### config.mk
export PLATFORM = sky130hd
export DESIGN_NAME = eeprom_byte_prog
export DESIGN_NICKNAME = d
export VERILOG_FILES = /design/src/rtl/eeprom_byte_prog.sv
export SDC_FILE = /design/constraint.sdc
export NUM_CORES = 1
export LEC_CHECK = 0
export BUFFER_PORTS_ARGS = -buffer_cell sky130_fd_sc_hd__buf_2
export CAP_MARGIN = 20
export CORE_AREA = 3 3 78 80
export CTS_BUF_LIST = sky130_fd_sc_hd__clkbuf_4 sky130_fd_sc_hd__clkbuf_8
export DETAILED_ROUTE_END_ITERATION = 7
export DIE_AREA = 0 0 81 83
export PLACE_DENSITY = 0.77
export SLEW_MARGIN = 20
export SYNTH_ARGS = -nofsm -noshare
export SYNTH_HDL_FRONTEND = slang
export SYNTH_SLANG_ARGS = --single-unit
export TNS_END_PERCENT = 100
### constraint.sdc
create_clock -name clk -period 1.8 [get_ports clk]
set_clock_uncertainty 0.2 [all_clocks]
set_input_delay 0.45 -clock clk [delete_from_list [all_inputs] [get_ports clk]]
set_output_delay 0.45 -clock clk [all_outputs]
set_load 0.02 [all_outputs]
### src/rtl/eeprom_byte_prog.sv
module eeprom_byte_prog #(
  parameter int ADDR_W      = 15,
  parameter int DATA_W      = 8,
  parameter int RD_CYC      = 2,
  parameter int WE_CYC      = 4,
  parameter int POLL_GAP    = 16,
  parameter int TIMEOUT_CYC = 1250000
) (
  input  logic              clk,
  input  logic              rst_n,
  input  logic              req_valid,
  output logic              req_ready,
  input  logic [ADDR_W-1:0] req_addr,
  input  logic [DATA_W-1:0] req_data,
  output logic              rsp_valid,
  output logic [1:0]        rsp_code,
  output logic [ADDR_W-1:0] mem_addr,
  output logic [DATA_W-1:0] mem_wdata,
  input  logic [DATA_W-1:0] mem_rdata,
  output logic              mem_ce_n,
  output logic              mem_oe_n,
  output logic              mem_we_n
);

  localparam int CW = $clog2(POLL_GAP + RD_CYC + WE_CYC + 1);
  localparam int TW = $clog2(TIMEOUT_CYC + 1);
  localparam logic [CW-1:0] RD_END  = CW'(RD_CYC - 1);
  localparam logic [CW-1:0] WE_END  = CW'(WE_CYC - 1);
  localparam logic [CW-1:0] GAP_N   = CW'(POLL_GAP);
  localparam logic [CW-1:0] PL_END  = CW'(POLL_GAP + RD_CYC - 1);
  localparam logic [TW-1:0] TO_END  = TW'(TIMEOUT_CYC - 1);
  localparam logic [1:0] C_SKIP = 2'd0, C_OK = 2'd1, C_TMO = 2'd2;

  typedef enum logic [2:0] {S_IDLE, S_RDCMP, S_WRITE, S_POLL, S_DONE, S_ERR} st_t;

  st_t               st;
  logic [CW-1:0]     cnt;
  logic [TW-1:0]     tcnt;
  logic [ADDR_W-1:0] a_q;
  logic [DATA_W-1:0] d_q;
  logic [1:0]        code_q;

  wire hit = (mem_rdata == d_q);

  assign req_ready = (st == S_IDLE);
  assign rsp_valid = (st == S_DONE) || (st == S_ERR);
  assign rsp_code  = code_q;
  assign mem_addr  = a_q;
  assign mem_wdata = d_q;
  assign mem_oe_n  = !((st == S_RDCMP) || (st == S_POLL && cnt >= GAP_N));
  assign mem_we_n  = (st != S_WRITE);
  assign mem_ce_n  = mem_oe_n && mem_we_n;

  always_ff @(posedge clk) begin
    if (!rst_n) begin
      st     <= S_IDLE;
      cnt    <= '0;
      tcnt   <= '0;
      a_q    <= '0;
      d_q    <= '0;
      code_q <= C_SKIP;
    end else begin
      case (st)
        S_IDLE: if (req_valid) begin
          a_q <= req_addr;
          d_q <= req_data;
          cnt <= '0;
          st  <= S_RDCMP;
        end
        S_RDCMP: if (cnt == RD_END) begin
          cnt <= '0;
          if (hit) begin
            code_q <= C_SKIP;
            st     <= S_DONE;
          end else begin
            st <= S_WRITE;
          end
        end else begin
          cnt <= cnt + 1'b1;
        end
        S_WRITE: if (cnt == WE_END) begin
          cnt  <= '0;
          tcnt <= '0;
          st   <= S_POLL;
        end else begin
          cnt <= cnt + 1'b1;
        end
        S_POLL: begin
          tcnt <= tcnt + 1'b1;
          if (cnt == PL_END && hit) begin
            code_q <= C_OK;
            st     <= S_DONE;
          end else if (tcnt == TO_END) begin
            code_q <= C_TMO;
            st     <= S_ERR;
          end else begin
            cnt <= (cnt == PL_END) ? '0 : cnt + 1'b1;
          end
        end
        S_DONE, S_ERR: st <= S_IDLE;
        default: st <= S_IDLE;
      endcase
    end
  end

endmodule

After elaboration in Yosys (flattened, before gate mapping)
Cells that the tools add are included.

Add/subtract/negate cells: 2. $lt $le $gt $ge: 1. Equality and inequality tests: 18. Mux-type cells: 21. Reductions and logical operators: 15.

Operators by type and width (number): 21-bit one-hot mux with 2 select lines (1); 5-bit 2-to-1 mux (6); 21-bit by 1-bit adder with 21-bit output, second input constant (1); 21-bit == test, second input constant (1); 21-bit 2-to-1 mux (1); 5-bit one-hot mux with 4 select lines (1); 3-bit 2-to-1 mux (6); 3-bit one-hot mux with 4 select lines (1); 4-bit AND reduction (3); 2-bit != test, second input constant (5); 8-bit == test (1); 2-bit 2-to-1 mux (4); 3-bit by 2-bit == test with 1-bit output, second input constant (2); 3-bit == test, second input constant (2); 5-bit by 1-bit adder with 5-bit output, second input constant (1); 5-bit by 1-bit == test with 1-bit output, second input constant (1); 5-bit by 2-bit == test with 1-bit output, second input constant (1); 5-bit == test, second input constant (1); 5-bit greater-or-equal comparator, second input constant (1); 2-bit one-hot mux with 2 select lines (1); 2-bit AND reduction (2); 2-bit nonzero test (2); 4-bit nonzero test (1); 3-bit by 1-bit == test with 1-bit output, second input constant (1); other kinds (7) (10).

Register bits: 54. Logic and storage cells: 63.

Depth between registers and ports, before layout
Gate-level depths: netlist of run 1.

Depth in word-level cells: 5. Depth in mapped cells: 8.

Worst setup path before layout of run 1
OpenSTA, ideal clock, no wires.

Path kind: register -> output. Start point: register st[1]. End point: output mem_ce_n. Arrival: 1.448 ns. Setup slack: -0.298 ns. Stages on the path, launching flop included: 5. Buffers on the path: 1. Cells stage by stage: dfxtp_1 > buf_2 > inv_1 > o21ai_0 > and2_1.

Word-level cells in the longest chain between the ends: 5. Elaborated cells between the ends (all ways): 7. Those cells by class: 3 x eq/ne; 4 x reduce/logical.

Ends and longest elaborated chain: from (decl) (RTL line 36) `st_t st;`; from (signal assigned) (RTL line 56) `st <= S_IDLE;`; from (signal assigned) (RTL line 68) `st <= S_RDCMP;`; from (signal assigned) (RTL line 74) `st <= S_DONE;`; 3-bit by 2-bit == test with 1-bit output (RTL line 50) `assign mem_oe_n = !((st == S_RDCMP) || (st == S_POLL && cnt >= GAP_N));`; 1-bit logical AND (RTL line 50); 1-bit logical OR (*) (RTL line 50); 1-bit logical NOT (*) (RTL line 50); net mem_oe_n (RTL line 21) `output logic mem_oe_n,`; 1-bit logical AND (*) (RTL line 52) `assign mem_ce_n = mem_oe_n && mem_we_n;`; to (decl) (RTL line 20) `output logic mem_ce_n,`.

Mark *: on every way through the listed nets, which the timed path passes. The rest lies on a longest branch.

Final worst setup path of run 1
Start point: register cnt[1]. End point: register st[1].

Word-level cells in the longest chain between the ends: 4. Elaborated cells between the ends (all ways): 10. Those cells by class: 6 x eq/ne; 2 x mux; 2 x reduce/logical.

Ends and longest elaborated chain: from (decl) (RTL line 37) `logic [CW-1:0] cnt;`; from (signal assigned) (RTL line 79) `cnt <= cnt + 1'b1;`; from (signal assigned) (RTL line 86) `cnt <= cnt + 1'b1;`; from (signal assigned) (RTL line 97) `cnt <= (cnt == PL_END) ? '0 : cnt + 1'b1;`; 5-bit == test (RTL line 90) `if (cnt == PL_END && hit) begin`; 1-bit logical AND (RTL line 90); 3-bit by 1-bit != test with 1-bit output (no line) / 3-bit 2-to-1 mux (equally long branches); 4-bit AND reduction (no line) / 3-bit one-hot mux with 4 select lines (equally long branches); to (signal assigned) (RTL line 92) `st <= S_DONE;`; to (signal assigned) (RTL line 95) `st <= S_ERR;`; to (signal assigned) (RTL line 100) `S_DONE, S_ERR: st <= S_IDLE;`.

Parallel ways exist; a longest one is shown, timed or not. A chain may end at the register's enable or synchronous reset.

==> results.toml, run 1 <==
[final_layout]
multi_input_area_um2 = 2030
mostFrequentLayoutCells = "buf_4 (74), nand2_1 (66), buf_2 (58), a21oi_1 (34), dfxtp_1 (31)"
seqCellArea_um2 = 1130
antenna_cells = 0
design_area_um2 = 4560
nets = 536
area_delta_synth_final_pct = 66.5
fill_cells = 286
drive_above_1_share_pct = 55.0
final_common_cell = "buf_4"

[timing]
fmax_ghz = 0.479
rsz0062_at_grt = "yes"
setup_viol = 34
fin_crit_sh_pct = 116
final-hold-violation-count = 0
worst_pin_slew_ns = 0.368
relSlewSlack_pct = 75.3
fin_ws_ns = -0.288
setup_tns_ns = -5.28
fin_crit_ns = 2.09
slew_violations = 0

[placed_design]
portBuffers = 63
hpwlAfterDp_um = 6050
dpl-instance-area_um2 = 3760
post-place-ws_ns = -0.321
place_congestion = 0.938

[synth]
synth_area_um2 = 2740
syn_inst = 350
ys_warn_count = 0
ys_seq_elements = 54
muxShareOfSynthArea_pct = 0.411
synth_fa_ha_area_share_pct = 1.37
synth_xor_area_share_pct = 3.20
synth_area_leader_cell = "dfxtp_1"
ys_types = 53
synth-compound-area-share_pct = 18.0
synth_top_flop_cell = "dfxtp_1"
synthArstFlopShare_pct = 0
synthTopCellsByArea = "dfxtp_1 (39%), nand2_1 (9.7%), a21oi_1 (8.0%)"
synth_area_per_cell_um2 = 7.82
synth_nets = 387
synthSimpleGateAreaFrac_pct = 33.7
synth_top_family_by_area = "simple AND/OR/NAND/NOR gates"
synth_edf_count = 0
ys_seq_area_share_pct = 39.5
synth.top_cell.area_share_pct = 39.5

[critical_path]
required_ns = 1.85
startpoint_type = "flip-flop"
cp-end-kind = "flip-flop"
cp_max_fo = 3
worst_ep_arrival_time_ns = 2.14
critPathKind = "flip-flop to flip-flop"

[detailed_routing]
route.met3.wl_um = 1130
drt-total-wl_um = 12300
viasPerCell = 6.38
first_iter_violations = 379
dr_total_vias = 3647
drc = 0
wl_met1_um = 4320
dr.max_layer_used = "met4"
wl_per_cell_um = 21.5
routed-wl-met2_um = 6010
drtPass1Iterations = 5
ant_nets = 0

[cts]
clkTransAtPathRegs_ns = 0.12
cts_root_buf = "clkbuf_8"
hold_buffers = 0
clock_sinks = 54
htree_levels = 2
cts_buffers = 5
worstSkewPairLatency_ns = 0.33
cts_tree = "built"
cts_buffer_depth = 2

[grt]
grt_pass1_vias = 3422
track_usage_pct = 30.4
antenna_found_initial = 0
grt_pass1_wl_um = 16300
gr-total-overflow = 0
grt_max_degree = 43

[die]
initial_core_util_pct = 50.0
die-area_um2 = 6720
core_um2 = 5470
ios = 64
die_width_um = 81
rows = 27
die_height_um = 83

[worst_hold_path]
hold_path.class = "input port to flip-flop"

[power]
powerDensity_nw_per_um2 = 612
leakagePower_nw = 1.87
vdd_drop_max_v = 0.000564

[run_status]
violations = "setup timing"
outcome = "finished, violations left"

[job]
cap_violations = 0
==> cell usage after synthesis, types with 3 or more instances <==
cell      count
a31oi_1       4
nor2_1       19
inv_1         6
nor4b_1       3
and2_1        4
nand4_1       8
o21ai_0      15
buf_2         6
nor3_1        9
nand3_1      14
xnor2_1       9
clkbuf_1     11
or3_1         4
ha_1          3
and3_1        4
or4_1         3
a21oi_1      44
dfxtp_1      54
a311oi_1      5
nand2_1      71
o211ai_1      6
nand2b_1      5
==> sequential cells by signal, indices dropped and copies added, names as in the netlist <==
signal,count
cnt,5
st,3
rsp_code,2
mem_wdata,8
tcnt,21
mem_addr,15
==> cell families (layout without fill, tap and decap cells) <==
kind of cell               Yosys count  after routing
and+or+nand+nor                    172            172
buffers and inverters               25            175
DFF                                 54             54
xor gates and xnor gates            10             10
adders and majority gates            3              3
muxes                                1              1
AOI/OAI and AO/OA                   85             85
==> cell type report <==
class / count / area share, %
multi-input combinational: 271 / 44.6
inverter: 7 / 0.576
timing repair buffer: 160 / 25.9
clock buffer: 5 / 1.51
tap: 72 / 1.98
clock inverter: 3 / 0.631
sequential: 54 / 24.8
==> final timing paths <==
check / from / endpoint / slack, ns / cells past startpoint
setup / recovery: cnt[1] / st[1] / -0.29 / 8
hold / removal: req_data[4] / mem_wdata[4] / 0.15 / 3
setup reg to reg: cnt[1] / st[1] / -0.29 / 8
hold reg to reg: mem_addr[3] / mem_addr[3] / 0.27 / 2
==> power by group <==
group | switching [W] | internal [W] | total (W)
Combinational | 0.000400 | 0.000333 | 0.000733
Sequential | 0.0000488 | 0.00124 | 0.00129
Clock | 0.000474 | 0.000293 | 0.000767
Total | 0.000922 | 0.00187 | 0.00279
==> critical path: stages (launching register included) <==
cell     delay (ns)
dfxtp_4        0.38
inv_2          0.06
ha_4           0.11
nor3b_4        0.26
buf_4          0.17
buf_6          0.11
nand2_4        0.07
or4_1          0.47
a21oi_1        0.19
==> metrics by stage <==
stage | instances | util [%] | hold WS, ns | power, W
6_report | 572 | 83.3 | 0.147 | 0.00279
5_1_grt | 572 | 83.3 | 0.146 | 0.00287
4_1_cts | 560 | 77.0 | 0.151 | 0.00264
3_5_place_dp | 539 | 68.8 | 0.251 | 0.00184
3_3_place_gp | 539 | 68.8 | 0.239 | 0.00183
2_1_floorplan | 350 | - | 0.259 | 0.00161
==> metal layers <==
layer  vias to the layer above  track usage, %
li1                       1544               -
met1                      1691            35.4
met2                       309            50.9
met3                       103            7.92
met4                         0            14.1
met5                         -               0
==> what timing repair did <==
action,in CTS,in global routing
endpoints found under the setup margin,32,35
pin swaps,34,32
buffers inserted,13,13
resized for setup,69,60
Power figures use the tool's default switching activity.
==> run 2, diff against run 1 <==
--- a/config.mk
+++ b/config.mk
@@ -11,7 +11,7 @@
 export CTS_BUF_LIST = sky130_fd_sc_hd__clkbuf_4 sky130_fd_sc_hd__clkbuf_8
 export DETAILED_ROUTE_END_ITERATION = 7
 export DIE_AREA = 0 0 81 83
-export PLACE_DENSITY = 0.77
+export PLACE_DENSITY = 0.74
 export SLEW_MARGIN = 20
 export SYNTH_ARGS = -nofsm -noshare
 export SYNTH_HDL_FRONTEND = slang
==> constraint.sdc (replaced) <==
create_clock -name clk -period 2.2 [get_ports clk]
set_clock_uncertainty 0.2 [all_clocks]
set_input_delay 0.55 -clock clk [delete_from_list [all_inputs] [get_ports clk]]
set_output_delay 0.55 -clock clk [all_outputs]
set_load 0.02 [all_outputs]
==> run 2 against run 1 <==
The flow now finishes without violations. Register-to-register slack better by 0.38 ns. Clock power is 22% lower. Cell count is 10% lower. Sequential share of layout area is 6.0 points higher. Critical path depth stayed put. Critical endpoint is now cnt[1].
==> results.toml, run 2 (synthesis gave the netlist of run 1 again) <==
[run_status]
outcome = "finished clean"

[detailed_routing]
dr_total_vias = 2871
drtPass1Iterations = 4
drc = 0
first_iter_violations = 325
ant_nets = 0
drt-total-wl_um = 7350
viasPerCell = 5.57
wl_per_cell_um = 14.3

[critical_path]
critPathKind = "flip-flop to flip-flop"
cp-end-kind = "flip-flop"
worst_ep_arrival_time_ns = 2.16
slowest_delay_ns = 0.50
slowest_stage = "or4b_4"
path_cells = "ha_1, and3_4, buf_4, nand4_1, o31a_1, nand2_2, or4b_4, a21oi_2"
startpoint_type = "flip-flop"
required_ns = 2.25
cp_max_fo = 6

[power]
vdd_drop_max_v = 0.000394
sequentialPowerShare_pct = 51.4
powerDensity_nw_per_um2 = 576
combPwrFrac_pct = 19.2
p_int_w = 0.00141
sw_frac_of_total_pct = 30.5
switching_power_w = 0.000620
p_total_w = 0.00203
leakagePower_nw = 1.38
power_frac_clock_pct = 29.4

[timing]
relSlewSlack_pct = 70.2
setup_tns_ns = 0
fin_crit_sh_pct = 95.7
rsz0062_at_grt = "yes"
fin_crit_ns = 2.11
fmax_ghz = 0.475
worst_pin_slew_ns = 0.444
slew_violations = 0
setup_viol = 0
final-hold-violation-count = 0

[die]
die_height_um = 83
initial_core_util_pct = 50.0
die_width_um = 81
ios = 64
rows = 27
die-area_um2 = 6720
core_um2 = 5470

[cts]
cts_buffers = 5
cts_setup_buffers = 0
clkTransAtPathRegs_ns = 0.11
cts_tree = "built"
hold_buffers = 0
clock_sinks = 54
htree_levels = 2
worstSkewPairLatency_ns = 0.32
cts_buffer_depth = 2
cts_root_buf = "clkbuf_8"

[grt]
gr-total-overflow = 0
antenna_found_initial = 0
grt_pass1_wl_um = 12200
track_usage_pct = 22.3
grt_max_degree = 26
grt_pass1_vias = 2684

[worst_hold_path]
hold_path.class = "flip-flop to flip-flop"

[final_layout]
area_delta_synth_final_pct = 28.8
largest_reg_flops = 21
regMostFlops = "tcnt"
mostFrequentLayoutCells = "nand2_1 (71), buf_2 (63), dfxtp_1 (49), a21oi_1 (41), buf_4 (40)"
antenna_cells = 0
nets = 479
final_util_pct = 64.4
drive_above_1_share_pct = 32.5
final_common_cell = "nand2_1"

[placed_design]
hpwlAfterDp_um = 5450
portBuffers = 63
place_congestion = 0.838

[job]
cap_violations = 0
==> run 2: cell count changes in the layout (fill, tap and decap cells not counted), sizes merged <==
cell / delta
buf: -57
==> run 2: power by group through the flow <==
| stage | Sequential (W) | Combinational, W | Clock [W] |
|---|---|---|---|
| floorplan | 0.00110 | 0.000195 | 0 |
| global placement | 0.00106 | 0.000371 | 0 |
| detailed placement | 0.00107 | 0.000378 | 0 |
| CTS | 0.00104 | 0.000379 | 0.000611 |
| global route | 0.00105 | 0.000430 | 0.000647 |
| finish | 0.00104 | 0.000390 | 0.000597 |
==> run 2: path summary, 6_finish.rpt <==
kind	startpoint	to	slack, ns	cells after the start
min	mem_addr[11]	mem_addr[11]	0.26	2
min reg2reg	mem_addr[11]	mem_addr[11]	0.26	2
max	tcnt[0]	cnt[1]	0.09	8
max reg2reg	tcnt[0]	cnt[1]	0.09	8
==> run 2: critical path, delay by kind of cell, from the launching register on <==
family	cells	cell delay [ns]
AND/OR/NAND/NOR	4	0.86
adder cells (fa/ha/maj)	1	0.20
buffers and inverters	1	0.14
AO/OA/AOI/OAI	2	0.33
flip-flops	1	0.33
==> run 2: stage by stage <==
stage	cells	setup WS [ns]	cell area [um2]	hold slack, ns
after floorplan	350	0.00165	2740	0.261
after global placement	507	0.0483	3360	0.239
after detailed placement	507	0.0128	3360	0.246
after CTS	515	0.0198	3460	0.256
after global routing	515	-0.000641	3530	0.255
final	515	0.0942	3530	0.257
==> run 2: cell type report <==
type | count | area [um2]
Clock buffer | 5 | 68.8
Sequential cell | 54 | 1090
Clock inverter | 3 | 28.8
Multi-Input combinational cell | 271 | 1610
Timing Repair Buffer | 103 | 616
Fill cell | 477 | 1950
Inverter | 7 | 26.3
Tap cell | 72 | 90.1
==> run 2: timing repair <==
item | in CTS | in global routing
cloned | 0 | 0
endpoints found under the setup margin | 2 | 14
pin swaps | 0 | 3
endpoints found under the hold margin | 0 | 0
resized for setup | 1 | 19
==> run 2: metal layers <==
layer	vias to the layer above	wire [um]	global-route usage (%)
met5	-	0	0
met4	0	121	7.22
li1	1428	-	-
met2	107	3570	35.8
met1	1325	3190	29.3
met3	11	470	4.88
==> run 3, diff against run 2 <==
--- a/config.mk
+++ b/config.mk
@@ -7,11 +7,11 @@
 export LEC_CHECK = 0
 export BUFFER_PORTS_ARGS = -buffer_cell sky130_fd_sc_hd__buf_2
 export CAP_MARGIN = 20
-export CORE_AREA = 3 3 78 80
+export CORE_AREA = 3 3 71 89
 export CTS_BUF_LIST = sky130_fd_sc_hd__clkbuf_4 sky130_fd_sc_hd__clkbuf_8
 export DETAILED_ROUTE_END_ITERATION = 7
-export DIE_AREA = 0 0 81 83
-export PLACE_DENSITY = 0.74
+export DIE_AREA = 0 0 74 92
+export PLACE_DENSITY = 0.73
 export SLEW_MARGIN = 20
 export SYNTH_ARGS = -nofsm -noshare
 export SYNTH_HDL_FRONTEND = slang
==> run 3 against run 2 <==
Cell count decreased by 3.1%. Combinational power down 5%. Largest cell class unchanged. Count of clock-buffer cells in the layout rose by 1. Worst setup slack worse by 0.050 ns. Fmax shrank 2.3%. Register-to-register slack worse by 0.05 ns.
==> results.toml, run 3 (synthesis gave the netlist of run 1 again) <==
[timing]
slew_violations = 0
fmax_ghz = 0.464
setup_viol = 0
rsz0062_at_grt = "yes"
fin_crit_sh_pct = 98.0
fin_crit_ns = 2.16
worst_pin_slew_ns = 0.405
setup_tns_ns = 0
final-hold-violation-count = 0
timing.hold.ws_ns = 0.258
relSlewSlack_pct = 72.8

[die]
die_height_um = 92
rows = 30
die-area_um2 = 6810
initial_core_util_pct = 49.6
die_width_um = 74
core_um2 = 5520
ios = 64

[detailed_routing]
dr_total_vias = 2805
first_iter_violations = 167
ant_nets = 0
viasPerCell = 5.62
drt-total-wl_um = 7140
drc = 0
wl_per_cell_um = 14.3
drtPass1Iterations = 4

[grt]
grt_pass1_vias = 2577
track_usage_pct = 21.0
grt_pass1_wl_um = 11500
gr-total-overflow = 0
grt_max_degree = 32
antenna_found_initial = 0

[cts]
cts_buffer_depth = 2
worstSkewPairLatency_ns = 0.30
cts_tree = "built"
clock_sinks = 54
htree_levels = 2
clkTransAtPathRegs_ns = 0.10
cts_setup_buffers = 0
hold_buffers = 0
cts_root_buf = "clkbuf_8"
cts_buffers = 5

[placed_design]
dpl-instance-area_um2 = 3300
portBuffers = 63
hpwlAfterDp_um = 5220
dp.cells = 492
place_congestion = 0.983

[power]
switching_power_w = 0.000574
leakagePower_nw = 1.38
p_int_w = 0.00152
combPwrFrac_pct = 17.8
sw_frac_of_total_pct = 27.4
power_frac_clock_pct = 32.2
sequentialPowerShare_pct = 50.0
vdd_drop_max_v = 0.000519
powerDensity_nw_per_um2 = 593

[critical_path]
startpoint_type = "flip-flop"
critPathKind = "flip-flop to flip-flop"
slowest_delay_ns = 0.46
slowest_stage = "or3_4"
cp-end-kind = "flip-flop"
path_buf_inv = 1
cp_max_fo = 5
worst_ep_arrival_time_ns = 2.20
cp_top_family = "simple AND/OR/NAND/NOR gates"
required_ns = 2.25
path_cells = "buf_4, nand4_2, or3_4, nor2_4, nand2_1, or3_1, a21oi_1"

[final_layout]
largest_reg_flops = 21
final_common_cell = "nand2_1"
antenna_cells = 0
mostFrequentLayoutCells = "nand2_1 (71), buf_2 (63), dfxtp_1 (47), a21oi_1 (43), buf_4 (32)"
regMostFlops = "tcnt"
area_delta_synth_final_pct = 28.9
layout.cells.non_filler = 499
drive_above_1_share_pct = 31.5
final_util_pct = 64.0
design_area_um2 = 3530
nets = 471

[run_status]
outcome = "finished clean"

[worst_hold_path]
hold_path.class = "flip-flop to flip-flop"

[job]
cap_violations = 0
-- run 3: power groups by stage --
stage	logic, W	registers, W	clock network (W)
floorplan	0.000195	0.00110	0
global placement	0.000360	0.00107	0
detailed placement	0.000363	0.00107	0
CTS	0.000365	0.00105	0.000699
global route	0.000413	0.00105	0.000731
finish	0.000372	0.00105	0.000675
-- run 3: metal layers --
layer | routed length, um | part of all wire (%) | track usage (%)
met5 | 0 | 0 | 0
met4 | 223 | 3.1 | 9.67
met3 | 410 | 5.7 | 4.61
met2 | 3560 | 50 | 33.4
met1 | 2950 | 41 | 26.5
-- run 3: per-stage QoR --
step,total power (W),worst slack (ns)
finish,0.00209,0.0438
global route,0.00220,-0.0105
CTS,0.00211,0.0126
detailed placement,0.00143,-0.0287
global placement,0.00143,-0.0351
floorplan,0.00130,0.00165
-- run 3: path summary, 6_finish.rpt --
| check | from | endpoint | slack, ns | depth (start not counted) |
|---|---|---|---|---|
| setup / recovery | tcnt[8] | tcnt[17] | 0.04 | 7 |
| hold / removal | mem_addr[3] | mem_addr[3] | 0.26 | 2 |
| setup reg to reg | tcnt[8] | tcnt[17] | 0.04 | 7 |
| hold reg to reg | mem_addr[3] | mem_addr[3] | 0.26 | 2 |
-- run 3: worst reg2reg max path: cells and delay by family, from the launching register on --
kind,cells,cell delay [ns]
DFF,1,0.43
AOI/OAI and AO/OA,1,0.14
and+or+nand+nor,5,1.15
buffers and inverters,1,0.18
-- run 3: repair_timing --
action,CTS,global route
gates resized for setup,2,24
endpoints found under the setup margin,4,15
pin swaps,0,6
gates cloned,0,0
-- run 3: cell type report --
type	instances	area, um2
sequential	54	1090
timing repair buffer	95	556
inverter	7	26.3
clock buffer	6	76.3
multi-input combinational	271	1660
fill	489	1990
clock inverter	2	37.5
tap	64	80.1
